File: config.mk
export PLATFORM = sky130hd
export DESIGN_NAME = time_alarm
export DESIGN_NICKNAME = d
export VERILOG_FILES = /design/src/rtl/alarm_pkg.sv /design/src/rtl/alarm_regs.sv /design/src/rtl/alarm_ge_cmp.sv /design/src/rtl/alarm_fire.sv /design/src/rtl/time_alarm.sv
export SDC_FILE = /design/constraint.sdc
export NUM_CORES = 1
export LEC_CHECK = 0
export ABC_AREA = 0
export BUFFER_PORTS_ARGS = -buffer_cell sky130_fd_sc_hd__buf_2
export CAP_MARGIN = 0
export CORE_MARGIN = 2
export CORE_UTILIZATION = 45
export CTS_BUF_LIST = sky130_fd_sc_hd__clkbuf_4 sky130_fd_sc_hd__clkbuf_8
export CTS_CLUSTER_SIZE = 30
export DETAILED_ROUTE_END_ITERATION = 10
export PLACE_DENSITY = 0.77
export REMOVE_ABC_BUFFERS = 1
export SLEW_MARGIN = 20
export SYNTH_ARGS = -nofsm -noshare
export SYNTH_HDL_FRONTEND = slang
export SYNTH_SLANG_ARGS = --single-unit
File: constraint.sdc
create_clock -name clk -period 3.9 [get_ports clk]
set_clock_uncertainty 0.1 [all_clocks]
set_input_delay 0.585 -clock clk [delete_from_list [all_inputs] [get_ports clk]]
set_output_delay 0.585 -clock clk [all_outputs]
set_load 0.05 [all_outputs]
File: src/rtl/alarm_pkg.sv
package alarm_pkg;
   typedef enum logic [1:0] {
      A_TGT_SEC = 2'd0,
      A_TGT_NS  = 2'd1,
      A_CTRL    = 2'd2,
      A_STS     = 2'd3
   } alarm_addr_e;

   localparam int unsigned CTRL_ARM_BIT = 0;
   localparam int unsigned CTRL_IRQ_BIT = 1;
   localparam int unsigned STS_HIT_BIT  = 0;

   typedef struct packed {
      logic ctrl_wr;
      logic arm_val;
      logic sts_clr;
   } alarm_cmd_t;
endpackage

File: src/rtl/alarm_regs.sv
module alarm_regs
   import alarm_pkg::*;
#(
   parameter int unsigned DATA_W = 32,
   parameter int unsigned SEC_W  = 32,
   parameter int unsigned NS_W   = 32
) (
   input  logic              clk,
   input  logic              rst_n,
   input  logic              wr_en,
   input  logic [1:0]        wr_addr,
   input  logic [DATA_W-1:0] wr_data,
   output logic [SEC_W-1:0]  tgt_sec,
   output logic [NS_W-1:0]   tgt_ns,
   output logic              irq_en,
   output alarm_cmd_t        cmd
);
   logic sel_sec, sel_ns, sel_ctrl, sel_sts;

   always_comb begin
      sel_sec  = wr_en && (wr_addr == A_TGT_SEC);
      sel_ns   = wr_en && (wr_addr == A_TGT_NS);
      sel_ctrl = wr_en && (wr_addr == A_CTRL);
      sel_sts  = wr_en && (wr_addr == A_STS);
      cmd.ctrl_wr = sel_ctrl;
      cmd.arm_val = wr_data[CTRL_ARM_BIT];
      cmd.sts_clr = sel_sts && wr_data[STS_HIT_BIT];
   end

   always_ff @(posedge clk or negedge rst_n) begin
      if (!rst_n) begin
         tgt_sec <= '0;
         tgt_ns  <= '0;
         irq_en  <= 1'b0;
      end else begin
         if (sel_sec)  tgt_sec <= wr_data[SEC_W-1:0];
         if (sel_ns)   tgt_ns  <= wr_data[NS_W-1:0];
         if (sel_ctrl) irq_en  <= wr_data[CTRL_IRQ_BIT];
      end
   end
endmodule

File: src/rtl/alarm_ge_cmp.sv
module alarm_ge_cmp #(
   parameter int unsigned SEC_W = 32,
   parameter int unsigned NS_W  = 32,
   parameter bit          SPLIT = 1'b1
) (
   input  logic [SEC_W-1:0] now_sec,
   input  logic [NS_W-1:0]  now_ns,
   input  logic [SEC_W-1:0] tgt_sec,
   input  logic [NS_W-1:0]  tgt_ns,
   output logic             reached
);
   generate
      if (SPLIT) begin : g_split
         logic sec_gt, sec_eq, ns_ge;
         always_comb begin
            sec_gt  = now_sec > tgt_sec;
            sec_eq  = now_sec == tgt_sec;
            ns_ge   = now_ns >= tgt_ns;
            reached = sec_gt || (sec_eq && ns_ge);
         end
      end else begin : g_flat
         always_comb reached = {now_sec, now_ns} >= {tgt_sec, tgt_ns};
      end
   endgenerate
endmodule

File: src/rtl/alarm_fire.sv
module alarm_fire
   import alarm_pkg::*;
(
   input  logic       clk,
   input  logic       rst_n,
   input  logic       reached,
   input  alarm_cmd_t cmd,
   output logic       armed,
   output logic       hit,
   output logic       pulse
);
   logic fire;

   always_comb fire = armed && reached;

   always_ff @(posedge clk or negedge rst_n) begin
      if (!rst_n) begin
         armed <= 1'b0;
         hit   <= 1'b0;
         pulse <= 1'b0;
      end else begin
         pulse <= fire;
         // a software write to the control word wins over the self-clear
         if (cmd.ctrl_wr)  armed <= cmd.arm_val;
         else if (fire)    armed <= 1'b0;
         // setting beats clearing in the same cycle
         if (fire)         hit <= 1'b1;
         else if (cmd.sts_clr) hit <= 1'b0;
      end
   end
endmodule

File: src/rtl/time_alarm.sv
module time_alarm
   import alarm_pkg::*;
#(
   parameter int unsigned DATA_W    = 32,
   parameter int unsigned SEC_W     = 32,
   parameter int unsigned NS_W      = 32,
   parameter bit          CMP_SPLIT = 1'b1
) (
   input  logic              clk,
   input  logic              rst_n,
   input  logic              wr_en,
   input  logic [1:0]        wr_addr,
   input  logic [DATA_W-1:0] wr_data,
   input  logic [SEC_W-1:0]  time_sec,
   input  logic [NS_W-1:0]   time_ns,
   output logic              event_o,
   output logic              armed_o,
   output logic              sts_o,
   output logic              irq_o
);
   generate
      if (SEC_W > DATA_W) begin : g_bad_sec
         $error("time_alarm: SEC_W must not exceed DATA_W");
      end
      if (NS_W > DATA_W) begin : g_bad_ns
         $error("time_alarm: NS_W must not exceed DATA_W");
      end
      if (DATA_W < 2) begin : g_bad_data
         $error("time_alarm: DATA_W must hold the control bits");
      end
   endgenerate

   logic [SEC_W-1:0] tgt_sec;
   logic [NS_W-1:0]  tgt_ns;
   logic             irq_en;
   logic             reached;
   alarm_cmd_t       cmd;

   alarm_regs #(.DATA_W(DATA_W), .SEC_W(SEC_W), .NS_W(NS_W)) u_regs (
      .clk     (clk),
      .rst_n   (rst_n),
      .wr_en   (wr_en),
      .wr_addr (wr_addr),
      .wr_data (wr_data),
      .tgt_sec (tgt_sec),
      .tgt_ns  (tgt_ns),
      .irq_en  (irq_en),
      .cmd     (cmd)
   );

   alarm_ge_cmp #(.SEC_W(SEC_W), .NS_W(NS_W), .SPLIT(CMP_SPLIT)) u_cmp (
      .now_sec (time_sec),
      .now_ns  (time_ns),
      .tgt_sec (tgt_sec),
      .tgt_ns  (tgt_ns),
      .reached (reached)
   );

   alarm_fire u_fire (
      .clk     (clk),
      .rst_n   (rst_n),
      .reached (reached),
      .cmd     (cmd),
      .armed   (armed_o),
      .hit     (sts_o),
      .pulse   (event_o)
   );

   always_comb irq_o = sts_o && irq_en;
endmodule

# Word-level counts from Yosys, hierarchy flattened
# Cells that the tools add are included.
[totals]
ff_bits = 68
input_bits = 101
output_inout_bits = 4
wordCells = 28
[classes]
order_cmp = 2
n_eq_ne = 4
mux = 4
n_reduce_logical = 12
[op_table]
columns = ["op", "n"]
rows = [
  ["32-bit == test", 1],
  ["32-bit >= comparator", 1],
  ["32-bit greater-than comparator", 1],
  ["1-bit logical AND", 8],
  ["2-bit == test (second input constant)", 2],
  ["1-bit two-way mux", 4],
  ["2-bit nonzero test", 2],
  ["2-bit by 1-bit == test with 1-bit output (second input constant)", 1],
  ["2-bit logical NOT", 1],
  ["1-bit logical OR", 1],
]

# Logic depth before layout (Yosys ltp)
[depth]
word_depth = 6
mapped_depth = 8
depth_no_buf = 8

# Cells and area by module
# Synthesis repeated with hierarchy kept, for this count alone.
[hier_totals]
hier_cells = 379
hier_area_um2 = 4174.0
[by_module_without_submodules]
columns = ["module", "instances", "cells_per_inst", "area_per_inst_um2", "seq_area_each_um2"]
rows = [
  ["alarm_regs", 1, 142, 2462.4, 1626.6],
  ["alarm_ge_cmp", 1, 227, 1595.3, 0.0],
  ["alarm_fire", 1, 9, 110.1, 75.1],
  ["time_alarm", 1, 1, 6.3, 0.0],
]

# Worst setup path before layout
# No wires, ideal clock.
[synth_path]
path_kind = "input-to-reg"
start = "input port time_sec[31]"
end = "register u_fire.armed"
arrival_ns = 2.082
slack_ns = 1.652
cell_stages = 7
n_path_buf = 0
path_cell_list = "ha_1 nand4_2 nor4_2 nand2_1 a211o_1 a2111oi_4 a31o_1"
[synth_via]
elab_chain_cells = 5
elab_cells_between_ends = 6
cone_classes = "1 x order compare; 1 x eq/ne; 4 x reduce/logical"
[synth_rtl]
columns = ["item", "line_no", "rtl"]
rows = [
  ["start, declared", "time_alarm.sv:14", "input logic [SEC_W-1:0] time_sec,"],
  ["parallel branches: the longest is 2 deep, another holds 32-bit greater-than comparator", "--", ""],
  ["1-bit logical OR (*)", "alarm_ge_cmp.sv:19", "reached = sec_gt || (sec_eq && ns_ge);"],
  ["1-bit logical AND (*)", "alarm_fire.sv:14", "always_comb fire = armed && reached;"],
  ["2-bit nonzero test (no source line) (*)", "--", ""],
  ["end signal, assigned", "alarm_fire.sv:24", "if (cmd.ctrl_wr) armed <= cmd.arm_val;"],
  ["end, declared", "alarm_fire.sv:8", "output logic armed,"],
]
# Mark *: on every way between the ends.
# A chain may end at the register's enable or synchronous reset.

# Worst setup path after layout
[layout_path]
start = "register u_regs.tgt_sec[31]"
end = "register u_fire.armed"
[layout_via]
elab_chain_cells = 5
elab_cells_between_ends = 6
cone_classes = "1 x order compare; 1 x eq/ne; 4 x reduce/logical"
[layout_rtl]
columns = ["item", "line_no", "rtl"]
rows = [
  ["start, declared", "alarm_regs.sv:13", "output logic [SEC_W-1:0] tgt_sec,"],
  ["start signal, assigned", "alarm_regs.sv:36", "if (sel_sec) tgt_sec <= wr_data[SEC_W-1:0];"],
  ["parallel branches: the longest is 2 deep, another holds 32-bit greater-than comparator", "--", ""],
  ["1-bit logical OR (*)", "alarm_ge_cmp.sv:19", ""],
  ["1-bit logical AND (*)", "alarm_fire.sv:14", ""],
  ["2-bit nonzero test (no source line) (*)", "--", ""],
]
# Marked as above.

==> run_results.csv <==
group,metric,value,unit
layout,antenna_cells,0,
synthesis,yosysTopAreaCell,"dfrtp_1",
setup_path,rr_startpoint,"u_regs.tgt_sec[31]",
clock_tree,cts.htree.levels,3,
route,wl_per_cell,14.49,um
sta,tightestPinTransition,0.8099,ns
sta,grt_setup_unrepaired,"no",
setup_path,ff2ff_path_depth,8,
synthesis,yosysWarnings,0,
clock_tree,tritoncts,"built",
sta,fin_crit_sh,60.91,%
placement,pre_cts_slack,1.233,ns
synthesis,synth-edff-count,0,
placement,hpwlAfterDp,7.593,mm
layout,final_common_cell,"buf_2",
sta,period_needed,2.375,ns
floorplanning,ioPinCount,105,
sta,max_clock_freq,0.4210,GHz
setup_path,critPathCaptureType,"flop",
placement,place_congestion,0.8157,
sta,hold_viol,0,
route,postRouteAntennaNets,0,
floorplanning,start_util,46.75,%
placement,dpl-instance-area,0.004775,mm^2
setup_path,critPathKind,"flop to flop",
layout,layout-drive-gt1-share,29.79,%
route,wl,9.199,mm
route,first_iter_violations,104,
power_and_ir_drop,power.density,414.2,mW/mm^2
power_and_ir_drop,seqPwrFrac,43.1,%
power_and_ir_drop,p_int,1.408,mW
floorplanning,die_height,99.65,um
clock_tree,clock_sinks,68,
power_and_ir_drop,leakagePower,2.570,nW
power_and_ir_drop,finalPower,2.057,mW
setup_path,r2r_slack,1.52,ns
synthesis,synth_top_area_share,41.34,%
status,status,"finished clean",
power_and_ir_drop,p_clk_share,27.0,%
sta,fin_ws,1.525,ns
floorplanning,core_area,0.008806,mm^2
floorplanning,die_area,0.009929,mm^2
power_and_ir_drop,comb_power_share,30.0,%
power_and_ir_drop,ir_worst_vdd,0.2162,mV
synthesis,syn_area_per_cell,9.967,um^2
clock_tree,cts.clk_slew.worst_paths,0.07,ns
route,viasPerCell,5.191,
synthesis,synth_cell_types,42,
setup_path,critPathMaxFanout,4,
power_and_ir_drop,p_sw_share,31.55,%
route,vias,3296,
global_route,grt_pass1_wl,15.55,mm
power_and_ir_drop,p_switching,648.8,uW
setup_path,arrival,2.55,ns
placement,io_buffer_count,104,
job,maxCapViolations,0,
layout,final_area,0.004966,mm^2
synthesis,synth-seq-cells,68,
sta,final_max_slew_viol_count,0,
clock_tree,cts_made_buffers,9,
sta,slew-limit-headroom,45.84,%
clock_tree,ctsResizeCount,0,
synthesis,synthArstFlopShare,100.0,%
synthesis,netlist_area,0.004116,mm^2
global_route,grt_max_degree,36,
setup_path,startpoint_type,"flop",
global_route,groute.usage.overall,19.88,%
synthesis,ys.flop_type,"dfrtp_1",
setup_path,cp.required,4.07,ns
layout,final_cell_mix,"104 x buf_2, 68 x dfrtp_1, 66 x inv_1",
synthesis,synthCells,413,
route,drc_errors,0,
synthesis,synth-seq-area-share,41.34,%
floorplanning,dieWidth,99.65,um
clock_tree,cts-root-buf,"clkbuf_8",
clock_tree,cts_hold_buf,0,
sta,setup_viol,0,
layout,finalNetCount,688,
setup_path,r2r_end,"u_fire.armed",
layout,syn2layout_area_growth,20.64,%
global_route,antenna_found_initial,0,
synthesis,synth_area_leaders,"dfrtp_1 41%, ha_1 19%, mux2_2 7.1%",
global_route,overflow,0,
global_route,grt_pass1_vias,3362,
floorplanning,rows,34,
clock_tree,post_cts_buffers,0,
clock_tree,clock_latency,0.33,ns
clock_tree,cts_buffer_depth,2,
route,dr.pass1.iters,5,
worst_hold_path,hold_class,"input pin to async pin",
sta,fin_setup_tns,0,ns
-- kinds of logic (layout without fill, tap and decap cells) --
| family | Yosys count | after routing | share of synthesized area [%] |
|---|---|---|---|
| compound gates | 84 | 84 | 12.34 |
| buf+inv | 75 | 189 | 6.839 |
| mux | 34 | 34 | 9.301 |
| fa+ha+maj | 64 | 64 | 19.45 |
| simple gates | 88 | 88 | 10.73 |
| flops | 68 | 68 | 41.34 |
-- registers in the layout, summed over array words and instances (netlist names) --
signal          cells
u_regs.tgt_ns      32
u_regs.irq_en       1
u_regs.tgt_sec     32
u_fire.pulse        1
u_fire.armed        1
u_fire.hit          1
-- layer usage --
metal  GRT usage, %  vias up  routed length [um]
met2          33.52       99                4438
li1               -     1658                   -
met1          25.15     1523                3994
met3          5.481       16                 629
met5              0        -                   0
met4          5.585        0                 136
-- worst max path at each step --
| stage | from | to | slack [ns] | cells after the start |
|---|---|---|---|---|
| after floorplan | wr_addr[1] | u_regs.tgt_sec[0] | 0.82 | 2 |
| after global placement | time_sec[31] | u_fire.armed | 1.39 | 8 |
| after detailed placement | time_sec[31] | u_fire.armed | 1.23 | 8 |
| after CTS | u_regs.tgt_sec[31] | u_fire.armed | 1.48 | 8 |
| after global routing | u_regs.tgt_sec[31] | u_fire.hit | 1.38 | 8 |
| final | u_regs.tgt_sec[31] | u_fire.armed | 1.52 | 8 |
-- metrics by stage --
stage | hold slack, ns | std cells | util, %
detailed placement | 0.3828 | 620 | 54.22
global placement | 0.3765 | 620 | 54.22
finish | 0.2197 | 635 | 56.39
floorplan | 0.1894 | 404 | -
CTS | 0.2459 | 635 | 56.39
global route | 0.2867 | 635 | 56.39
-- Yosys cell counts, drive strengths merged (2+ instances only) --
master / n
dfrtp: 68
inv: 66
ha: 64
nand2: 47
o21ai: 38
mux2: 34
a21oi: 27
nand4: 13
clkbuf: 7
nand3: 7
nor2: 6
nor3: 4
a21o: 3
a211o: 2
a21boi: 2
buf: 2
nand3b: 2
nor4: 2
o31a: 2
o41ai: 2
-- power by group through the flow --
stage	Combinational [mW]	Clock, mW	Sequential (mW)
finish	0.616	0.555	0.885
global route	0.712	0.604	0.900
CTS	0.626	0.569	0.886
detailed placement	0.621	0	0.899
global placement	0.587	0	0.893
floorplan	0.404	0	0.904
-- area by class of cell --
type,count,area [um^2]
Inverter,66,247.7
Multi-Input combinational cell,270,2140
Fill cell,767,3840
Tap cell,108,135.1
Timing Repair Buffer,108,550.5
Clock buffer,14,186.4
Sequential cell,68,1702
Clock inverter,1,5.005
-- critical path, cell delays in order (launching register included) --
cell and delay [ns]:
dfrtp_1 0.33, inv_1 0.06, ha_1 0.34, nand4_2 0.18, nor4_2 0.44, nand2_1 0.14, a211o_1 0.29, a2111oi_4 0.24
a31o_1 0.19
(Power assumes the default switching activity.)
